$ cat config.mk
export PLATFORM = sky130hd
export DESIGN_NAME = fp32_addsub
export DESIGN_NICKNAME = d
export VERILOG_FILES = /design/src/rtl/fp32_pkg.sv /design/src/rtl/fp32_unpack.sv /design/src/rtl/fp32_align_sum.sv /design/src/rtl/fp32_norm_round.sv /design/src/rtl/fp32_addsub.sv
export SDC_FILE = /design/constraint.sdc
export NUM_CORES = 1
export LEC_CHECK = 0
export ABC_AREA = 1
export CAP_MARGIN = 20
export CORE_MARGIN = 1.5
export CORE_UTILIZATION = 55
export DETAILED_ROUTE_END_ITERATION = 8
export GPL_ROUTABILITY_DRIVEN = 0
export PLACE_DENSITY = 0.76
export SETUP_SLACK_MARGIN = 0.5
export SYNTH_ARGS = -nofsm -noshare
export SYNTH_HDL_FRONTEND = slang
export SYNTH_SLANG_ARGS = --single-unit
$ cat constraint.sdc
create_clock -name clk -period 12.22 [get_ports clk]
set_input_delay 1.222 -clock clk [delete_from_list [all_inputs] [get_ports clk]]
set_output_delay 1.222 -clock clk [all_outputs]
set_load 0.01 [all_outputs]
$ cat src/rtl/fp32_pkg.sv
package fp32_pkg;
  localparam int EXP_W  = 8;
  localparam int FRAC_W = 23;
  localparam int WORD_W = 1 + EXP_W + FRAC_W;
  localparam int MANT_W = FRAC_W + 1;        // significand with hidden bit
  localparam int GRS_W  = 3;                 // guard, round, sticky
  localparam int WIDE_W = MANT_W + GRS_W;    // aligned significand width
  localparam int SUM_W  = WIDE_W + 2;        // carry plus two's-complement sign
  localparam int EXPI_W = EXP_W + 2;         // internal exponent with headroom
  localparam logic [EXPI_W-1:0] EXP_MAX = EXPI_W'((1 << EXP_W) - 1);

  typedef struct packed {
    logic              sign;
    logic [EXPI_W-1:0] exp;    // effective exponent, 1 for denormals
    logic [MANT_W-1:0] mant;
    logic              is_inf;
    logic              is_nan;
  } fp_parts_t;
endpackage

$ cat src/rtl/fp32_unpack.sv
module fp32_unpack
  import fp32_pkg::*;
(
  input  logic [WORD_W-1:0] word,
  input  logic              flip,
  output fp_parts_t         parts
);
  logic [EXP_W-1:0]  efield;
  logic [FRAC_W-1:0] ffield;
  logic              e_zero, e_ones;

  always_comb begin
    efield = word[WORD_W-2 -: EXP_W];
    ffield = word[FRAC_W-1:0];
    e_zero = (efield == '0);
    e_ones = (efield == '1);
    parts.sign   = word[WORD_W-1] ^ flip;
    parts.exp    = e_zero ? EXPI_W'(1) : EXPI_W'(efield);
    parts.mant   = {~e_zero, ffield};
    parts.is_inf = e_ones && (ffield == '0);
    parts.is_nan = e_ones && (ffield != '0);
  end
endmodule

$ cat src/rtl/fp32_align_sum.sv
module fp32_align_sum
  import fp32_pkg::*;
(
  input  logic              sign_a,
  input  logic [EXPI_W-1:0] exp_a,
  input  logic [MANT_W-1:0] mant_a,
  input  logic              sign_b,
  input  logic [EXPI_W-1:0] exp_b,
  input  logic [MANT_W-1:0] mant_b,
  output logic              sum_sign,
  output logic [WIDE_W:0]   sum_mag,
  output logic [EXPI_W-1:0] sum_exp
);
  logic              a_big, big_s, sml_s;
  logic [EXPI_W-1:0] gap;
  logic [WIDE_W-1:0] big_w, sml_w, sml_sh, lost_mask;
  logic              sticky;
  logic [SUM_W-1:0]  tc_big, tc_sml, tc_sum, tc_mag;

  always_comb begin
    a_big   = (exp_a >= exp_b);
    big_s   = a_big ? sign_a : sign_b;
    sml_s   = a_big ? sign_b : sign_a;
    sum_exp = a_big ? exp_a : exp_b;
    gap     = a_big ? (exp_a - exp_b) : (exp_b - exp_a);
    big_w   = {(a_big ? mant_a : mant_b), {GRS_W{1'b0}}};
    sml_w   = {(a_big ? mant_b : mant_a), {GRS_W{1'b0}}};
    if (gap >= EXPI_W'(WIDE_W)) begin
      sml_sh    = '0;
      lost_mask = '1;
    end else begin
      sml_sh    = sml_w >> gap;
      lost_mask = ~({WIDE_W{1'b1}} << gap);
    end
    sticky = |(sml_w & lost_mask);
    sml_sh[0] = sml_sh[0] | sticky;
    // signed significands in two's complement
    tc_big = big_s ? -{2'b00, big_w}  : {2'b00, big_w};
    tc_sml = sml_s ? -{2'b00, sml_sh} : {2'b00, sml_sh};
    tc_sum = tc_big + tc_sml;
    // back to sign and magnitude
    tc_mag   = tc_sum[SUM_W-1] ? -tc_sum : tc_sum;
    sum_mag  = tc_mag[WIDE_W:0];
    sum_sign = (tc_sum == '0) ? (sign_a & sign_b) : tc_sum[SUM_W-1];
  end
endmodule

$ cat src/rtl/fp32_norm_round.sv
module fp32_norm_round
  import fp32_pkg::*;
(
  input  logic              sign,
  input  logic [WIDE_W:0]   mag,
  input  logic [EXPI_W-1:0] exp,
  output logic [WORD_W-1:0] word
);
  logic [EXPI_W-1:0] lz, lim, shamt, e1, e2;
  logic              found;
  logic [WIDE_W-1:0] m1;
  logic [MANT_W-1:0] keep, mant;
  logic [MANT_W:0]   rnd;
  logic              rnd_up;

  always_comb begin
    lz = EXPI_W'(WIDE_W);
    found = 1'b0;
    for (int i = WIDE_W - 1; i >= 0; i--) begin
      if (!found && mag[i]) begin
        lz = EXPI_W'(WIDE_W - 1 - i);
        found = 1'b1;
      end
    end
    lim   = exp - EXPI_W'(1);
    shamt = (lz < lim) ? lz : lim;
    if (mag[WIDE_W]) begin
      m1 = {mag[WIDE_W:2], mag[1] | mag[0]};
      e1 = exp + EXPI_W'(1);
    end else begin
      m1 = mag[WIDE_W-1:0] << shamt;
      e1 = exp - shamt;
    end
    keep   = m1[WIDE_W-1:GRS_W];
    rnd_up = m1[2] & (m1[1] | m1[0] | keep[0]);
    rnd    = {1'b0, keep} + (MANT_W+1)'(rnd_up);
    if (rnd[MANT_W]) begin
      mant = rnd[MANT_W:1];
      e2   = e1 + EXPI_W'(1);
    end else begin
      mant = rnd[MANT_W-1:0];
      e2   = e1;
    end
    if (mant[MANT_W-1] && e2 >= EXP_MAX)
      word = {sign, {EXP_W{1'b1}}, {FRAC_W{1'b0}}};
    else if (mant[MANT_W-1])
      word = {sign, e2[EXP_W-1:0], mant[FRAC_W-1:0]};
    else
      word = {sign, {EXP_W{1'b0}}, mant[FRAC_W-1:0]};
  end
endmodule

$ cat src/rtl/fp32_addsub.sv
module fp32_addsub
  import fp32_pkg::*;
(
  input  logic              clk,
  input  logic              rst,
  input  logic              in_valid,
  input  logic [WORD_W-1:0] opa,
  input  logic [WORD_W-1:0] opb,
  input  logic              sub,
  output logic              out_valid,
  output logic [WORD_W-1:0] result
);
  localparam logic [WORD_W-1:0] QNAN = {1'b0, {EXP_W{1'b1}}, 1'b1, {(FRAC_W-1){1'b0}}};

  logic [1:0][WORD_W-1:0] op_words;
  logic [1:0]             op_flip;
  fp_parts_t              parts [2];

  assign op_words = {opb, opa};
  assign op_flip  = {sub, 1'b0};

  for (genvar k = 0; k < 2; k++) begin : g_unpack
    fp32_unpack u_unpack (.word(op_words[k]), .flip(op_flip[k]), .parts(parts[k]));
  end

  logic              c_sign;
  logic [WIDE_W:0]   c_mag;
  logic [EXPI_W-1:0] c_exp;

  fp32_align_sum u_sum (
    .sign_a(parts[0].sign), .exp_a(parts[0].exp), .mant_a(parts[0].mant),
    .sign_b(parts[1].sign), .exp_b(parts[1].exp), .mant_b(parts[1].mant),
    .sum_sign(c_sign), .sum_mag(c_mag), .sum_exp(c_exp)
  );

  logic              c_special;
  logic [WORD_W-1:0] c_spec_word;

  always_comb begin
    c_special   = 1'b1;
    c_spec_word = QNAN;
    if (parts[0].is_nan || parts[1].is_nan ||
        (parts[0].is_inf && parts[1].is_inf && (parts[0].sign != parts[1].sign)))
      c_spec_word = QNAN;
    else if (parts[0].is_inf)
      c_spec_word = {parts[0].sign, {EXP_W{1'b1}}, {FRAC_W{1'b0}}};
    else if (parts[1].is_inf)
      c_spec_word = {parts[1].sign, {EXP_W{1'b1}}, {FRAC_W{1'b0}}};
    else
      c_special = 1'b0;
  end

  // stage 1 register
  logic              s1_valid, s1_sign, s1_special;
  logic [WIDE_W:0]   s1_mag;
  logic [EXPI_W-1:0] s1_exp;
  logic [WORD_W-1:0] s1_spec_word;

  always_ff @(posedge clk) begin
    if (rst) begin
      s1_valid <= 1'b0;
    end else begin
      s1_valid <= in_valid;
    end
    s1_sign      <= c_sign;
    s1_mag       <= c_mag;
    s1_exp       <= c_exp;
    s1_special   <= c_special;
    s1_spec_word <= c_spec_word;
  end

  logic [WORD_W-1:0] n_word;

  fp32_norm_round u_norm (.sign(s1_sign), .mag(s1_mag), .exp(s1_exp), .word(n_word));

  // stage 2 register
  always_ff @(posedge clk) begin
    if (rst) begin
      out_valid <= 1'b0;
      result    <= '0;
    end else begin
      out_valid <= s1_valid;
      result    <= s1_special ? s1_spec_word : n_word;
    end
  end

  assert_stage1_valid_R10: assert property (@(posedge clk) disable iff (rst)
    in_valid |=> s1_valid);

  assert_stage2_valid_R10: assert property (@(posedge clk) disable iff (rst)
    s1_valid |=> out_valid);

  assert_zero_sum_R4: assert property (@(posedge clk) disable iff (rst)
    (s1_valid && !s1_special && s1_mag == '0) |=> (result[WORD_W-2:0] == '0));

  assert_finite_not_nan_R8: assert property (@(posedge clk) disable iff (rst)
    (s1_valid && !s1_special) |=>
      (result[WORD_W-2 -: EXP_W] != '1 || result[FRAC_W-1:0] == '0));

  assert_sign_kept_R3: assert property (@(posedge clk) disable iff (rst)
    (s1_valid && !s1_special && s1_mag != '0) |=> (result[WORD_W-1] == $past(s1_sign)));
endmodule

==> results.md <==
- #FFs+latches synth: 74
- Root buffer cell: clkbuf_16
- Layout area overhead: 11.1%
- Worst path most repeated cell: nand2_1
- Kind of cell adding the most delay to the critical path: compound AO/OA/AOI/OAI gates
- Predominant post-synthesis flop cell: dfxtp_1
- Outcome: finished clean
- Slew @ Worst Pin: between 1 and 1.5 ns
- RSZ-0062 raised after global routing: no
- Routed vias: 14470
- Maximum operating frequency: just over 90 MHz
- Ports: roughly 100
- Mapped Cells: 2211
- Die area: between 0.02 and 0.025 mm^2
- Warnings from Yosys: 0
- LEAKAGE: 6.66 nW
- Hold WC Path Type: flip-flop to flip-flop
- Crit path required time: around 12 ns
- CP startpoint kind: input pin
- CTS Buf Count: 9
- Maximum number of pins on one net before global-route repair: 89
- H-tree levels: 3
- Initial DRC count: about 1200
- Worst rel slew slack: 25.6%
- Clk buf depth: 2
- EDFF count, synth: 0
- Share of layout cells above drive strength 1: under 10%
- Final Cycle Share: slightly below 90%
- Worst Path Max Fanout: between 80 and 90
- Antenna fix cells: 0
- Final WS setup: 1.53 ns
- Initial antenna violation count: 0
- Distinct cells, synth: 60
- Crit. End Element: flip-flop
- GR Overflow Total: 0
- Chip height: around 150 um
- Post-DP HPWL: approximately 31000 um
- Number of core rows: 54
- Fin nets: between 2000 and 2500
- Endpoints failing setup: 0
- Clock transition at the registers of the reported paths: 0.06 ns
- Synth Net Count: 2341
- Setup TNS: 0 ns
- Ys async rst share: 0%
- Synthesized area: ~0.012 mm^2
- Clk_lat worst skew: 0.34 ns
- Initial Util: a little under three fifths
- Detailed Routing Iterations Pass 1: 7
- Place WS: roughly 0.72 ns
- Sink Count: between 70 and 80
- Post-route cell area: 0.0138 mm^2
- Max Slew Vio Count: 0
- Total placed instance area: approximately 0.013 mm^2
- Register area share after synthesis: 11.9%
- First-pass GRT wire length: around 65000 um
- Critical Path AT: 10.91 ns
- DR WL/cell: about 16 um
- Setup Skew: between 0.01 and 0.015 ns
- Crit path kind: input pin to flip-flop
- Pwr dens: between 200 and 300 mW/mm^2
- Fillers: ~2200
- TritonCTS clock tree: done
- Max VDD drop: 0.000126 V
- # Max-Cap Violations: 0
- Slowest stage cell, crit path: o21ai_0
- GRT Total Usage: about a third
- Via density: 5.71
- Port Buf Inserts: 100
- Core Region: between 0.02 and 0.025 mm^2
- Routed Antenna Nets: 0
- DRC: 0
- Critical path's largest stage delay: 0.59 ns
- Min cycle time layout: 10.69 ns
- Avg Inst Size Synth: 5.63 um^2
- WHS: ~0.41 ns
- Buf+Inv Stages, Crit Path: 10
- Die outline width: 153 um
- Vias in the first global route: 13402
- Routed wire length: a little under 40000 um
- Final hold vios: 0
-- path summary, 6_finish.rpt --
path / startpoint / end / slack [ns] / depth (start not counted)
setup / recovery: opa[29] / s1_mag[3]$_DFF_P_ / 1.53 / 56
hold / removal: s1_valid$_SDFF_PP0_ / out_valid$_SDFF_PP0_ / 0.41 / 2
setup reg to reg: s1_mag[24]$_DFF_P_ / result[10]$_SDFF_PP0_ / 4.27 / 38
hold reg to reg: s1_valid$_SDFF_PP0_ / out_valid$_SDFF_PP0_ / 0.41 / 2
-- metrics by stage --
| stage | power (mW) | instances | util, % |
|---|---|---|---|
| after global placement | 3.20 | 2514 | 61.2 |
| after CTS | 3.53 | 2530 | 62.7 |
| final | 3.60 | 2532 | 62.8 |
| after global routing | 3.97 | 2532 | 62.8 |
| after detailed placement | 3.23 | 2514 | 61.2 |
| after floorplan | 2.60 | 2211 | - |
-- cells in the final DEF (no fill, tap or decap), types with 4 or more instances in the layout --
master           count
inv_2                7
nand2_1            581
nor2_4              25
inv_1              283
o21ai_0            185
a221oi_1             5
o22ai_1              8
nor4_1              14
nand3b_1             5
o211ai_1            16
clkdlybuf4s50_1    100
mux2i_1              8
xor2_1              86
nor2_2              11
clkbuf_16            9
buf_4               16
nand4_1             43
or2_2                5
nand3_1            220
nor2_1             213
dfxtp_1             74
a31oi_1              8
o21ai_1             19
nand2_2             12
o31ai_1              4
clkinv_1             6
a21oi_1             76
ha_1                58
nor3_1              35
fa_1                 4
xnor2_1             50
nand2_4              6
o21bai_1             7
nand3_2              7
-- power by group --
group,internal (mW),switching (mW),leakage [nW]
Clock,0.179,0.105,0.157
Combinational,0.967,1.90,5.89
Sequential,0.341,0.103,0.618
Total,1.49,2.11,6.66
-- state kept, by name, summed over array words and instances, names as in the netlist --
register	count
s1_valid	1
out_valid	1
s1_spec_word	2
s1_mag	28
s1_special	1
s1_sign	1
result	32
s1_exp	8
-- timing repair --
action                                  4_1_cts  5_1_grt
resized for setup                             0       11
hold buffers                                  0        0
endpoints found under the setup margin        0       28
setup buffers                                 0        2
-- worst min-delay path: cells and delay by family, from the launching register on --
kind | cells | cell delay [ns]
flip-flops | 1 | 0.30
buffers and inverters | 1 | 0.04
AND/OR/NAND/NOR | 1 | 0.03
-- logic make-up (layout without fill, tap and decap cells) --
| logic type | after synthesis | after routing | share of synthesized area (%) |
|---|---|---|---|
| simple gates | 1186 | 1186 | 42.7 |
| xor+xnor | 137 | 137 | 9.69 |
| mux | 8 | 8 | 0.643 |
| compound gates | 354 | 354 | 16.0 |
| flops | 74 | 74 | 11.9 |
| fa+ha+maj | 62 | 62 | 6.47 |
| buf+inv | 390 | 431 | 12.6 |
-- area by class of cell --
type                       instances  area (um^2)  area share [%]
clock buffer                      10          229            1.65
multi-input combinational       1747         9430            68.1
inverter                         298         1120            8.13
tap                              280          350            2.53
clock inverter                     6         91.3           0.660
sequential                        74         1480            10.7
timing repair buffer             117         1130            8.18
-- cell usage after synthesis, types with 15 or more instances --
cell type / number / share of area (%)
xor2_1: 86 / 6.0
ha_1: 58 / 5.8
nand3_1: 220 / 8.8
o21ai_0: 189 / 7.6
inv_1: 284 / 8.6
o211ai_1: 16 / 0.96
xnor2_1: 50 / 3.5
buf_2: 17 / 0.68
nor3_1: 35 / 1.4
nor2_1: 214 / 6.4
clkbuf_1: 56 / 1.7
dfxtp_1: 74 / 12
nand4_1: 43 / 2.2
a21oi_1: 77 / 3.1
nand2_1: 581 / 18
nand2_2: 15 / 0.75
nor2_4: 25 / 2.3
o21ai_1: 15 / 0.60
-- layer usage --
layer | global-route usage (%) | wire (um) | part of all wire, %
met1 | 39.7 | 15900 | 40
met4 | 20.5 | 2570 | 6.5
met3 | 4.31 | 2870 | 7.3
met2 | 57.2 | 18200 | 46
met5 | 0 | 0 | 0
Power figures use the tool's default switching activity.
